==> config.mk <==
export PLATFORM = sky130hd
export DESIGN_NAME = irq_vector_arbiter
export DESIGN_NICKNAME = d
export VERILOG_FILES = /design/src/rtl/irqarb_pkg.sv /design/src/rtl/irqarb_mask.sv /design/src/rtl/irqarb_prio.sv /design/src/rtl/irqarb_fetch_guard.sv /design/src/rtl/irq_vector_arbiter.sv
export SDC_FILE = /design/constraint.sdc
export NUM_CORES = 1
export LEC_CHECK = 0
export BUFFER_PORTS_ARGS = -buffer_cell sky130_fd_sc_hd__buf_2
export CORE_MARGIN = 2
export CORE_UTILIZATION = 36
export DETAILED_ROUTE_END_ITERATION = 10
export PLACE_DENSITY_LB_ADDON = 0.2
export SYNTH_ARGS = -nofsm -noshare
export SYNTH_HDL_FRONTEND = slang
export SYNTH_SLANG_ARGS = --single-unit
==> constraint.sdc <==
create_clock -name clk -period 1.75 [get_ports clk]
set_input_delay 0 -clock clk [delete_from_list [all_inputs] [get_ports clk]]
set_output_delay 0 -clock clk [all_outputs]
set_load 0.1 [all_outputs]
==> src/rtl/irqarb_pkg.sv <==
// Shared types and helpers for the interrupt vector arbiter.
// Assumes vectors are word aligned and spaced one word apart.
package irqarb_pkg;

    // Handshake state of the vector issue register.
    typedef enum logic {
        ARB_IDLE = 1'b0,
        ARB_BUSY = 1'b1
    } arb_state_e;

    // Word address of the slot for a given priority index.
    function automatic logic [15:0] slot_addr(input logic [15:0] base, input logic [15:0] idx);
        return base + (idx << 1);
    endfunction

endpackage

==> src/rtl/irqarb_mask.sv <==
// Eligibility mask: a request counts when individually enabled, and
// additionally globally enabled unless its bit is set in BYPASS.
// Assumes request lines are already synchronous to clk.
module irqarb_mask #(
    parameter int          NUM_SRC = 16,
    parameter logic [15:0] BYPASS  = 16'hE000
) (
    input  logic [NUM_SRC-1:0] req_i,
    input  logic [NUM_SRC-1:0] ien_i,
    input  logic               gie_i,
    output logic [NUM_SRC-1:0] elig_o
);
    // One gate per source; the bypass bit picks the variant.
    for (genvar g = 0; g < NUM_SRC; g++) begin : g_src
        if (BYPASS[g]) begin : g_nmi
            assign elig_o[g] = req_i[g] & ien_i[g];
        end else begin : g_mask
            assign elig_o[g] = req_i[g] & ien_i[g] & gie_i;
        end
    end
endmodule

==> src/rtl/irqarb_prio.sv <==
// Fixed-priority encoder: highest set index wins.
// Assumes NUM_SRC fits the index width derived below.
module irqarb_prio #(
    parameter int NUM_SRC = 16,
    localparam int IDX_W  = $clog2(NUM_SRC)
) (
    input  logic [NUM_SRC-1:0] elig_i,
    output logic               any_o,
    output logic [IDX_W-1:0]   idx_o
);
    // Scan upward so the last (highest) hit is kept.
    always_comb begin
        idx_o = '0;
        for (int k = 0; k < NUM_SRC; k++) begin
            if (elig_i[k]) idx_o = IDX_W'(k);
        end
    end

    // Any eligible request at all.
    assign any_o = |elig_i;
endmodule

==> src/rtl/irqarb_fetch_guard.sv <==
// Flags a valid fetch whose address lies in any forbidden window.
// Windows are inclusive [lo, hi] pairs packed into the parameters.
module irqarb_fetch_guard #(
    parameter int                   ADDR_W   = 16,
    parameter int                   NUM_WIN  = 3,
    parameter logic [NUM_WIN*ADDR_W-1:0] WIN_LO = {16'h1100, 16'h0300, 16'h0000},
    parameter logic [NUM_WIN*ADDR_W-1:0] WIN_HI = {16'h7FFF, 16'h0BFF, 16'h01FF}
) (
    input  logic [ADDR_W-1:0] addr_i,
    input  logic              valid_i,
    output logic              bad_o
);
    logic [NUM_WIN-1:0] hit;

    // One comparator pair per window.
    for (genvar w = 0; w < NUM_WIN; w++) begin : g_win
        localparam logic [ADDR_W-1:0] LO = WIN_LO[w*ADDR_W +: ADDR_W];
        localparam logic [ADDR_W-1:0] HI = WIN_HI[w*ADDR_W +: ADDR_W];
        assign hit[w] = (addr_i >= LO) && (addr_i <= HI);
    end

    // Only a qualified fetch counts.
    assign bad_o = valid_i && (|hit);
endmodule

==> src/rtl/irq_vector_arbiter.sv <==
// Interrupt vector arbiter top. Issues one registered vector per
// acknowledge, holds it stable until ack, and converts illegal fetch
// addresses into a reset pulse plus a queued top-priority vector.
// Assumes all inputs are synchronous to clk; reset is synchronous, active low.
module irq_vector_arbiter #(
    parameter int          NUM_SRC = 16,
    parameter int          ADDR_W  = 16,
    parameter logic [15:0] VEC_TOP = 16'hFFFE,
    parameter logic [15:0] BYPASS  = 16'hE000,
    parameter int          NUM_WIN = 3,
    parameter logic [NUM_WIN*ADDR_W-1:0] WIN_LO = {16'h1100, 16'h0300, 16'h0000},
    parameter logic [NUM_WIN*ADDR_W-1:0] WIN_HI = {16'h7FFF, 16'h0BFF, 16'h01FF}
) (
    input  logic               clk,
    input  logic               rst_n,
    input  logic [NUM_SRC-1:0] req_i,
    input  logic [NUM_SRC-1:0] ien_i,
    input  logic               gie_i,
    input  logic [ADDR_W-1:0]  fetch_addr_i,
    input  logic               fetch_valid_i,
    input  logic               ack_i,
    output logic [ADDR_W-1:0]  vec_o,
    output logic               irq_o,
    output logic               fetch_rst_o
);
    import irqarb_pkg::*;

    localparam int          IDX_W    = $clog2(NUM_SRC);
    localparam logic [15:0] VEC_BASE = VEC_TOP - 16'(2 * (NUM_SRC - 1));

    logic [NUM_SRC-1:0] elig;
    logic               any_elig;
    logic [IDX_W-1:0]   win_idx;
    logic               bad_fetch;
    arb_state_e         state_q;
    logic [ADDR_W-1:0]  vec_q;
    logic               rst_pend_q;
    logic               frst_q;
    logic               rst_want;
    logic               issue;
    logic [ADDR_W-1:0]  next_vec;

    irqarb_mask #(.NUM_SRC(NUM_SRC), .BYPASS(BYPASS)) mask_i (
        .req_i  (req_i),
        .ien_i  (ien_i),
        .gie_i  (gie_i),
        .elig_o (elig)
    );

    irqarb_prio #(.NUM_SRC(NUM_SRC)) prio_i (
        .elig_i (elig),
        .any_o  (any_elig),
        .idx_o  (win_idx)
    );

    irqarb_fetch_guard #(
        .ADDR_W (ADDR_W),
        .NUM_WIN(NUM_WIN),
        .WIN_LO (WIN_LO),
        .WIN_HI (WIN_HI)
    ) guard_i (
        .addr_i  (fetch_addr_i),
        .valid_i (fetch_valid_i),
        .bad_o   (bad_fetch)
    );

    // Decide whether to issue this cycle and which address to issue.
    always_comb begin
        rst_want = rst_pend_q | bad_fetch;
        issue    = (state_q == ARB_IDLE) && (rst_want || any_elig);
        if (rst_want) next_vec = ADDR_W'(VEC_TOP);
        else          next_vec = ADDR_W'(slot_addr(VEC_BASE, 16'(win_idx)));
    end

    // Issue register: load on issue, clear on acknowledge.
    always_ff @(posedge clk) begin
        if (!rst_n) begin
            state_q <= ARB_IDLE;
            vec_q   <= '0;
        end else if (issue) begin
            state_q <= ARB_BUSY;
            vec_q   <= next_vec;
        end else if (state_q == ARB_BUSY && ack_i) begin
            state_q <= ARB_IDLE;
            vec_q   <= '0;
        end
    end

    // Queue an illegal-fetch reset vector until it has been issued.
    always_ff @(posedge clk) begin
        if (!rst_n) rst_pend_q <= 1'b0;
        else        rst_pend_q <= rst_want && !issue;
    end

    // One-cycle reset pulse per illegal fetch.
    always_ff @(posedge clk) begin
        if (!rst_n) frst_q <= 1'b0;
        else        frst_q <= bad_fetch;
    end

    assign irq_o       = (state_q == ARB_BUSY);
    assign vec_o       = vec_q;
    assign fetch_rst_o = frst_q;
endmodule

==> metrics, run 1 <==
number of I/O pins 71; wire length of the first global-routing pass 2980 µm; number of enable-type register cells in the synthesized netlist 0; Yosys top cell area share 0.191; total power 824 µW; GRT Residual Overflow 0; Netlist Area Pre-Place 733 µm²; RSZ-0062 raised after global routing false; capturing element type of the critical path output port; fraction of final layout cells sized beyond drive strength 1 0.510; Die X 49.1 µm; main combinational cell family by area after synthesis compound AO/OA/AOI/OAI gates; WL final 1790 µm; peak per-stage delay on the critical path 0.51 ns; master of the slowest instance on the critical path sky130_fd_sc_hd__dfxtp_2; Placed Cells between 150 and 200; top cells by area in the synthesized netlist sky130_fd_sc_hd__dfxtp_1 19%, sky130_fd_sc_hd__buf_4 13%, sky130_fd_sc_hd__nand2_1 6.7%; largest buffer count on any clock path 2; Pwr Density just over 800 nW/µm²; synthesis warning total 0; ordered cell list for the critical path buf_2; clock latency on the worst-skew pair 0.25 ns; required time at the worst-slack endpoint 1.75 ns; data arrival time of the critical path 1.26 ns; total number of vias 897; fin crit period approximately 1.3 ns; Vias per Instance 5.28; post-synthesis register bit count 7; core area 1940 µm²; total iterations of the first detailed-routing run 4; number of nets in the synthesized netlist 145; diode insertion count for antenna repair 0; quantity of gates resized following cts 0; Final TNS setup 0 ns; Compound-Gate Fraction of Synth Area 0.406; number of buffers inserted by port buffering 61; count of mapped cells out of synthesis 92; post-detailed-placement half-perimeter wirelength 1550 µm; via count of the first global-routing pass about 770; critical path buffer and inverter count 1; number of cell rows 16; synthesized area divided by synthesized cell count 7.97 µm²; total global-route track usage 0.153; Lkg Pwr 0.509 nW; class of the worst hold path input port to flip-flop; Die Area 2410 µm²; deepest level of the CTS H-tree 1; largest delay contributor family on the critical path flip-flops; Post-CTS Repair Setup Buffers 0; layout-stage area growth over the synthesis result 35.7%; largest net degree at the start of global routing 22; global routing's busiest layer met2; post-synth cell types 36; total of hold buffers inserted after clock tree synthesis 0; antenna violation net count after detailed routing 0; Commonest cells post-synth 13 x sky130_fd_sc_hd__buf_4, 13 x sky130_fd_sc_hd__nand2_1, 7 x sky130_fd_sc_hd__dfxtp_1; met2 Use GR 0.282; mux share of post-synthesis cell area 0; Yosys top cell by area sky130_fd_sc_hd__dfxtp_1; grt met1 use 0.173; max-slew violations 0; final cell count without fillers between 150 and 200; startpoint kind of the worst setup timing path flip-flop; wire per inst 10.5 µm; clock transition time at the flip-flop clock pins of the worst setup and hold paths 0.06 ns; parity-gate share of the synthesized area counting xor and xnor cells 0; post-detailed-route DRC marker count 0; Sink Count 7; number of clock buffers inserted by TritonCTS 3; max-capacitance violation count 0; critical path type flip-flop to output port; simple-gate area share of the yosys netlist 0.229; final weighted congestion in routability-driven placement 0.706; Clock Root Buffer sky130_fd_sc_hd__clkbuf_4; number of nets in the finished design around 200; predominant post-synthesis flop cell sky130_fd_sc_hd__dfxtp_1; post-synthesis async set-or-reset flop share 0; worst clock skew 0.00551 ns; fraction of met3 tracks used by global routing 0.0429; Starting Density 0.378; CTS tree built; post-route fraction of the period consumed by the critical path 0.720; DIE HEIGHT 49.1 µm; fmax 794 MHz; total setup violations reported at the end of the flow 0; first-iteration detailed-routing DRC count 4; Worst Path Max Fanout 21; status completed; final count of hold timing violations 0; share of synthesized area occupied by flip-flops and latches 0.191; post-synthesis share of cell area spent on full adders, half adders and majority gates 0; Worst VDD drop between 400 and 500 µV; initial antenna violation count 0
[flip-flops by register name (all words and copies together), names as in the netlist]
name         flops
fetch_rst_o      1
rst_pend_q       1
vec_o            5
[per-layer routing]
layer  share of wire  wire length [µm]
met1            0.39               694
met4          0.0073                13
met5               0                 0
met3           0.091               162
met2            0.51               915
[final timing paths]
path	from	endpoint	slack, ns	cells past startpoint
setup / recovery	vec_o[14]$_SDFFE_PN0P_	vec_o[9]	0.49	1
hold / removal	rst_n	vec_o[14]$_SDFFE_PN0P_	0.04	2
setup reg to reg	rst_pend_q$_SDFF_PN0_	vec_o[4]$_SDFFE_PN0P_	0.51	4
hold reg to reg	vec_o[3]$_SDFFE_PN0P_	vec_o[3]$_SDFFE_PN0P_	0.52	2
[metrics by stage]
stage	area, µm²	utilization	worst slack (ns)	hold slack [ns]
final	995	0.512	0.490	0.0361
after global routing	995	0.512	0.392	0.0301
after CTS	995	0.512	0.484	0.0237
after detailed placement	968	0.499	0.250	0.293
after global placement	968	0.499	0.261	0.292
after floorplan	734	-	0.290	0.119
[cell usage in the layout (no fill, tap or decap), types with 3 or more instances in the layout]
cell type / n
sky130_fd_sc_hd__a22o_1: 4
sky130_fd_sc_hd__a22oi_1: 3
sky130_fd_sc_hd__and3_1: 3
sky130_fd_sc_hd__buf_2: 61
sky130_fd_sc_hd__clkbuf_4: 3
sky130_fd_sc_hd__dfxtp_1: 6
sky130_fd_sc_hd__inv_1: 5
sky130_fd_sc_hd__nand2_1: 13
sky130_fd_sc_hd__nor2_1: 4
sky130_fd_sc_hd__o21ai_0: 4
sky130_fd_sc_hd__o21ai_1: 3
[cell type report]
type | count | area, µm²
Clock buffer | 4 | 26.3
Timing Repair Buffer | 61 | 305
Inverter | 5 | 18.8
Multi-Input combinational cell | 66 | 469
Fill cell | 219 | 947
Tap cell | 27 | 33.8
Sequential cell | 7 | 141
[kinds of logic after synthesis]
group | count (synthesis)
DFF | 7
buffers and inverters | 19
and+or+nand+nor | 31
other | 1
AOI/OAI and AO/OA | 34
[report_power, final]
| group | total (mW) | leakage, nW | switching, mW | internal [mW] |
|---|---|---|---|---|
| combinational | 0.484 | 0.436 | 0.371 | 0.113 |
| sequential | 0.191 | 0.0584 | 0.0160 | 0.175 |
| clock | 0.148 | 0.0150 | 0.0612 | 0.0871 |
| total | 0.824 | 0.509 | 0.448 | 0.376 |
No activity file was read; power rests on OpenSTA's default activity.
==> inputs of run 2 (changes only) <==
--- a/config.mk
+++ b/config.mk
@@ -5,9 +5,10 @@
 export SDC_FILE = /design/constraint.sdc
 export NUM_CORES = 1
 export LEC_CHECK = 0
+export ABC_AREA = 1
 export BUFFER_PORTS_ARGS = -buffer_cell sky130_fd_sc_hd__buf_2
 export CORE_MARGIN = 2
-export CORE_UTILIZATION = 36
+export CORE_UTILIZATION = 34
 export DETAILED_ROUTE_END_ITERATION = 10
 export PLACE_DENSITY_LB_ADDON = 0.2
 export SYNTH_ARGS = -nofsm -noshare
==> constraint.sdc (replaced) <==
create_clock -name clk -period 1.25 [get_ports clk]
set_input_delay 0 -clock clk [delete_from_list [all_inputs] [get_ports clk]]
set_output_delay 0 -clock clk [all_outputs]
set_load 0.1 [all_outputs]
==> metrics, run 2 <==
status completed; global routing's busiest layer met2; layout-stage area growth over the synthesis result 52.4%; leading cell type in the layout, fill and taps excluded sky130_fd_sc_hd__buf_2; fraction of final layout cells sized beyond drive strength 1 0.512 (+0.00142); Clock Root Buffer sky130_fd_sc_hd__clkbuf_4; core area 1760 µm² (-9.1%); antenna violation net count after detailed routing 0 (unchanged); WL final 1670 µm (-6.3%); first-iteration detailed-routing DRC count 7 (+3); number of cell rows 15 (-1); wire length of the first global-routing pass 2550 µm (-15%); max-slew violations 0 (unchanged); Hold Slack 0.0324 ns (-0.00366 ns); synthesized area divided by synthesized cell count 6.14 µm² (-23%); fin crit period 1.09 ns; Commonest cells post-synth 31 x sky130_fd_sc_hd__nand2_1, 13 x sky130_fd_sc_hd__nand3_1, 12 x sky130_fd_sc_hd__buf_4; initial antenna violation count 0 (unchanged); wire per inst 8.67 µm (-17%); total number of vias 869 (-3.1%); largest delay contributor family on the critical path buffers and inverters; fraction of met3 tracks used by global routing 0.0113 (-0.0316); Lkg Pwr 0.606 nW (+19%); via count of the first global-routing pass 711 (-7.2%); Vias per Instance 4.50 (-15%); post-route fraction of the period consumed by the critical path 0.874; peak per-stage delay on the critical path 0.44 ns (-0.07 ns); deepest level of the CTS H-tree 1 (unchanged); Pwr Density 1120 nW/µm² (+35%); predominant post-synthesis flop cell sky130_fd_sc_hd__dfxtp_1; Netlist Area Pre-Place 657 µm² (-10%); Yosys top cell area share 0.213 (+0.0222); required time at the worst-slack endpoint 1.25 ns (-0.50 ns); area of all placed cells without fillers 1000 µm² (+0.63%); final weighted congestion in routability-driven placement 0.785 (+11%); clock transition time at the flip-flop clock pins of the worst setup and hold paths 0.05 ns (about the same); cell area reported after detailed placement 960 µm² (-0.90%); GRT Residual Overflow 0 (unchanged); CTS tree built; post-synth cell types 20 (-44%); data arrival time of the critical path 1.09 ns (-0.17 ns); Starting Density 0.372 (-0.00524); total power 1.12 mW (+35%); worst clock skew 0.00341 ns (-0.00210 ns); top cells by area in the synthesized netlist sky130_fd_sc_hd__dfxtp_1 21%, sky130_fd_sc_hd__nand2_1 18%, sky130_fd_sc_hd__buf_4 14%; Final TNS setup 0 ns (unchanged); number of buffers inserted by port buffering 61 (unchanged); worst-case setup margin in the final layout 0.158 ns (-0.332 ns); ordered cell list for the critical path buf_2; post-detailed-placement half-perimeter wirelength 1490 µm (-4.4%); Worst Path Max Fanout 15 (-29%); share of synthesized area occupied by flip-flops and latches 0.213 (+0.0222); count of mapped cells out of synthesis 107 (+16%); number of nets in the finished design 222 (+13%); class of the worst hold path input port to flip-flop; Die X 48.0 µm (-2.4%); Sink Count 7 (unchanged); grt met1 use 0.173 (-0.000309); post-synthesis register bit count 7 (unchanged); clock latency on the worst-skew pair 0.25 ns (about the same); total global-route track usage 0.155 (+0.00241); critical path type flip-flop to output port; synthesis warning total 0 (unchanged); total iterations of the first detailed-routing run 4 (unchanged); post-synthesis async set-or-reset flop share 0 (unchanged); met2 Use GR 0.277 (-0.00420); max reg flops 5 (unchanged); total setup violations reported at the end of the flow 0 (unchanged); most repeated cell in the gate-level netlist after synthesis sky130_fd_sc_hd__nand2_1; number of I/O pins 71 (unchanged); startpoint kind of the worst setup timing path flip-flop; Yosys top cell by area sky130_fd_sc_hd__dfxtp_1; leading cell types in the layout, fill and taps excluded 60 x sky130_fd_sc_hd__buf_2, 31 x sky130_fd_sc_hd__nand2_1, 13 x sky130_fd_sc_hd__nand3_1, 11 x sky130_fd_sc_hd__inv_1, 10 x sky130_fd_sc_hd__buf_4; diode insertion count for antenna repair 0 (unchanged); number of clock buffers inserted by TritonCTS 3 (unchanged); number of enable-type register cells in the synthesized netlist 0 (unchanged); pre-CTS WS -0.144 ns (-0.395 ns); Filler Cells Inserted 198 (-9.6%); total of hold buffers inserted after clock tree synthesis 0 (unchanged); max-capacitance violation count 0 (unchanged); post-detailed-route DRC marker count 0 (unchanged); capturing element type of the critical path output port; number of nets in the synthesized netlist 160 (+10%); Worst VDD drop 375 µV (-18%); largest buffer count on any clock path 2 (unchanged); largest net degree at the start of global routing 16 (-27%); Die Area 2300 µm² (-4.7%); DIE HEIGHT 48.0 µm (-2.4%); critical path buffer and inverter count 1 (unchanged); master of the slowest instance on the critical path sky130_fd_sc_hd__buf_2; final count of hold timing violations 0 (unchanged); fmax 916 MHz
-- run 2: power breakdown --
part | internal, mW | switching, mW
clock network | 0.121 | 0.0779
logic | 0.153 | 0.503
registers | 0.245 | 0.0153
-- run 2: area by class of cell --
class                      count  area, µm²  share of cell area
clock buffer                   4       26.3              0.0263
timing repair buffer          70        375               0.375
sequential                     7        148               0.148
tap                           25       31.3              0.0313
inverter                      12       45.0              0.0450
multi-input combinational     75        375               0.375
-- run 2: cells by family (layout without fill, tap and decap cells) --
| kind of cell | after synthesis | in the layout | share of synthesized area |
|---|---|---|---|
| compound gates | 14 | 14 | 0.126 |
| simple gates | 60 | 60 | 0.432 |
| other cells | 1 | 1 | 0.00571 |
| flops | 7 | 7 | 0.213 |
| buf+inv | 25 | 86 | 0.223 |
-- run 2: worst paths after layout --
path | slack (ns) | to | startpoint | cells after the start
min | 0.03 | vec_o[14]$_SDFFE_PN0P_ | rst_n | 3
max reg2reg | 0.17 | vec_o[14]$_SDFFE_PN0P_ | rst_pend_q$_SDFF_PN0_ | 7
max | 0.16 | vec_o[8] | vec_o[14]$_SDFFE_PN0P_ | 1
min reg2reg | 0.48 | vec_o[4]$_SDFFE_PN0P_ | vec_o[4]$_SDFFE_PN0P_ | 2
-- run 2: metrics by stage --
stage | std cells | util
after CTS | 192 | 0.559
final | 193 | 0.567
after detailed placement | 188 | 0.544
after global routing | 193 | 0.567
after floorplan | 107 | -
after global placement | 188 | 0.544
-- run 2: timing repair --
action,in CTS,in global routing
resized for setup,0,3
setup endpoints to repair,0,3
setup buffers,0,1
endpoints found under the hold margin,0,0
-- run 2: per-layer routing --
layer	share of wire	wire, µm
met4	0.0078	13
met3	0.063	106
met5	0	0
met2	0.52	877
met1	0.40	676
==> inputs of run 3 (changes only) <==
--- a/config.mk
+++ b/config.mk
@@ -10,7 +10,7 @@
 export CORE_MARGIN = 2
 export CORE_UTILIZATION = 34
 export DETAILED_ROUTE_END_ITERATION = 10
-export PLACE_DENSITY_LB_ADDON = 0.2
+export PLACE_DENSITY = 0.79
 export SYNTH_ARGS = -nofsm -noshare
 export SYNTH_HDL_FRONTEND = slang
 export SYNTH_SLANG_ARGS = --single-unit
==> metrics, run 3 (synthesis results as in run 2) <==
status completed; total iterations of the first detailed-routing run 4 (unchanged); master of the slowest instance on the critical path sky130_fd_sc_hd__buf_2; GRT Residual Overflow 0 (unchanged); first-iteration detailed-routing DRC count 19 (+12); Worst Path Max Fanout 15 (unchanged); fmax 912 MHz (-0.46%); clock transition time at the flip-flop clock pins of the worst setup and hold paths 0.05 ns (about the same); number of buffers inserted by port buffering 61 (unchanged); via count of the first global-routing pass 762 (+7.2%); startpoint kind of the worst setup timing path flip-flop; Vias per Instance 4.51 (+0.17%); final weighted congestion in routability-driven placement 0.760 (-3.1%); area of all placed cells without fillers 996 µm² (-0.50%); total setup violations reported at the end of the flow 0 (unchanged); capturing element type of the critical path output port; number of cell rows 15 (unchanged); post-detailed-route DRC marker count 0 (unchanged); wire length of the first global-routing pass 2670 µm (+4.9%); flop-to-flop setup slack 0.18 ns (about the same); deepest level of the CTS H-tree 1 (unchanged); Lkg Pwr 0.602 nW (-0.76%); antenna violation net count after detailed routing 0 (unchanged); cell area reported after detailed placement 952 µm² (-0.78%); layout-stage area growth over the synthesis result 51.6%; required time at the worst-slack endpoint 1.25 ns (about the same); leading cell type in the layout, fill and taps excluded sky130_fd_sc_hd__buf_2; fraction of final layout cells sized beyond drive strength 1 0.503 (-0.00891); Starting Density 0.372 (unchanged); CTS tree built; Clock Root Buffer sky130_fd_sc_hd__clkbuf_4; WL final 1660 µm (-0.84%); Die X 48.0 µm (unchanged); Die Area 2300 µm² (unchanged); fin crit period 1.10 ns (+0.00503 ns); RSZ-0062 raised after global routing false; max-slew violations 0 (unchanged); core area 1760 µm² (unchanged); wire per inst 8.65 µm (-0.32%); worst clock skew 0.00530 ns (+0.00189 ns); post-detailed-placement half-perimeter wirelength 1450 µm (-2.2%); number of clock buffers inserted by TritonCTS 3 (unchanged); total number of vias 866 (-0.35%); Pwr Density 1130 nW/µm² (+1.2%); leading cell types in the layout, fill and taps excluded 60 x sky130_fd_sc_hd__buf_2, 31 x sky130_fd_sc_hd__nand2_1, 13 x sky130_fd_sc_hd__nand3_1, 11 x sky130_fd_sc_hd__inv_1, 7 x sky130_fd_sc_hd__buf_4; max reg flops 5 (unchanged); number of nets in the finished design 221 (-0.45%); largest buffer count on any clock path 2 (unchanged); total power 1.12 mW (+0.72%); Sink Count 7 (unchanged); data arrival time of the critical path 1.10 ns (about the same); DIE HEIGHT 48.0 µm (unchanged); ordered cell list for the critical path buf_2; clock latency on the worst-skew pair 0.26 ns (about the same); peak per-stage delay on the critical path 0.44 ns (about the same); final count of hold timing violations 0 (unchanged); post-route fraction of the period consumed by the critical path 0.878 (+0.00402); Min-Delay Path Depth 4 (+1); initial antenna violation count 0 (unchanged); number of I/O pins 71 (unchanged); count of cell instances traversed by the critical path 1 (unchanged); Post-CTS Repair Setup Buffers 0 (unchanged); Worst VDD drop 558 µV (+49%); total global-route track usage 0.163 (+0.00797); largest delay contributor family on the critical path buffers and inverters; diode insertion count for antenna repair 0 (unchanged); cell count of the worst reg-to-reg path 8 (+1); max-capacitance violation count 0 (unchanged); largest net degree at the start of global routing 16 (unchanged); critical path type flip-flop to output port; critical path buffer and inverter count 1 (unchanged); class of the worst hold path input port to flip-flop
[run 3: path summary, 6_finish.rpt]
| check | startpoint | to |
|---|---|---|
| worst max-delay path | vec_o[14]$_SDFFE_PN0P_ | vec_o[14] |
| worst min-delay path | fetch_addr_i[15] | fetch_rst_o$_SDFF_PN0_ |
| worst max register to register | rst_pend_q$_SDFF_PN0_ | vec_o[2]$_SDFFE_PN0P_ |
| worst min register to register | vec_o[1]$_SDFFE_PN0P_ | vec_o[1]$_SDFFE_PN0P_ |
[run 3: timing repair]
| item | CTS | global route |
|---|---|---|
| endpoints found under the hold margin | 1 | 0 |
| gates resized for setup | 0 | 2 |
| hold buffers | 1 | 0 |
| endpoints found under the setup margin | 0 | 3 |
[run 3: per-stage QoR]
step                std cells  hold slack, ns  TNS [ns]  setup WS (ns)  utilization
CTS                       192          0.0138         0          0.139        0.560
floorplan                 107           0.140   -0.0391        -0.0391            -
global route              192          0.0233         0        0.00897        0.565
global placement          187           0.257    -0.121        -0.0491        0.540
finish                    192          0.0109         0          0.153        0.565
detailed placement        187           0.253    -0.310         -0.121        0.540
[run 3: power by group]
group | internal (mW) | switching (mW)
combinational | 0.152 | 0.502
clock | 0.122 | 0.0885
sequential | 0.245 | 0.0147
total | 0.519 | 0.605
[run 3: cell type report]
| cell class | count | area [µm²] |
|---|---|---|
| fill | 205 | 768 |
| multi-input combinational | 75 | 375 |
| timing repair buffer | 69 | 370 |
| sequential | 7 | 148 |
| inverter | 12 | 45.0 |
| tap | 25 | 31.3 |
| clock buffer | 4 | 26.3 |
[run 3: metal layers]
metal  share of wire  global-route usage  vias to the layer above
li1                -                   -                      458
met1            0.38               0.170                      356
met2            0.51               0.304                       50
met3           0.098              0.0226                        2
met4           0.013              0.0973                        0
met5               0                   0                        -
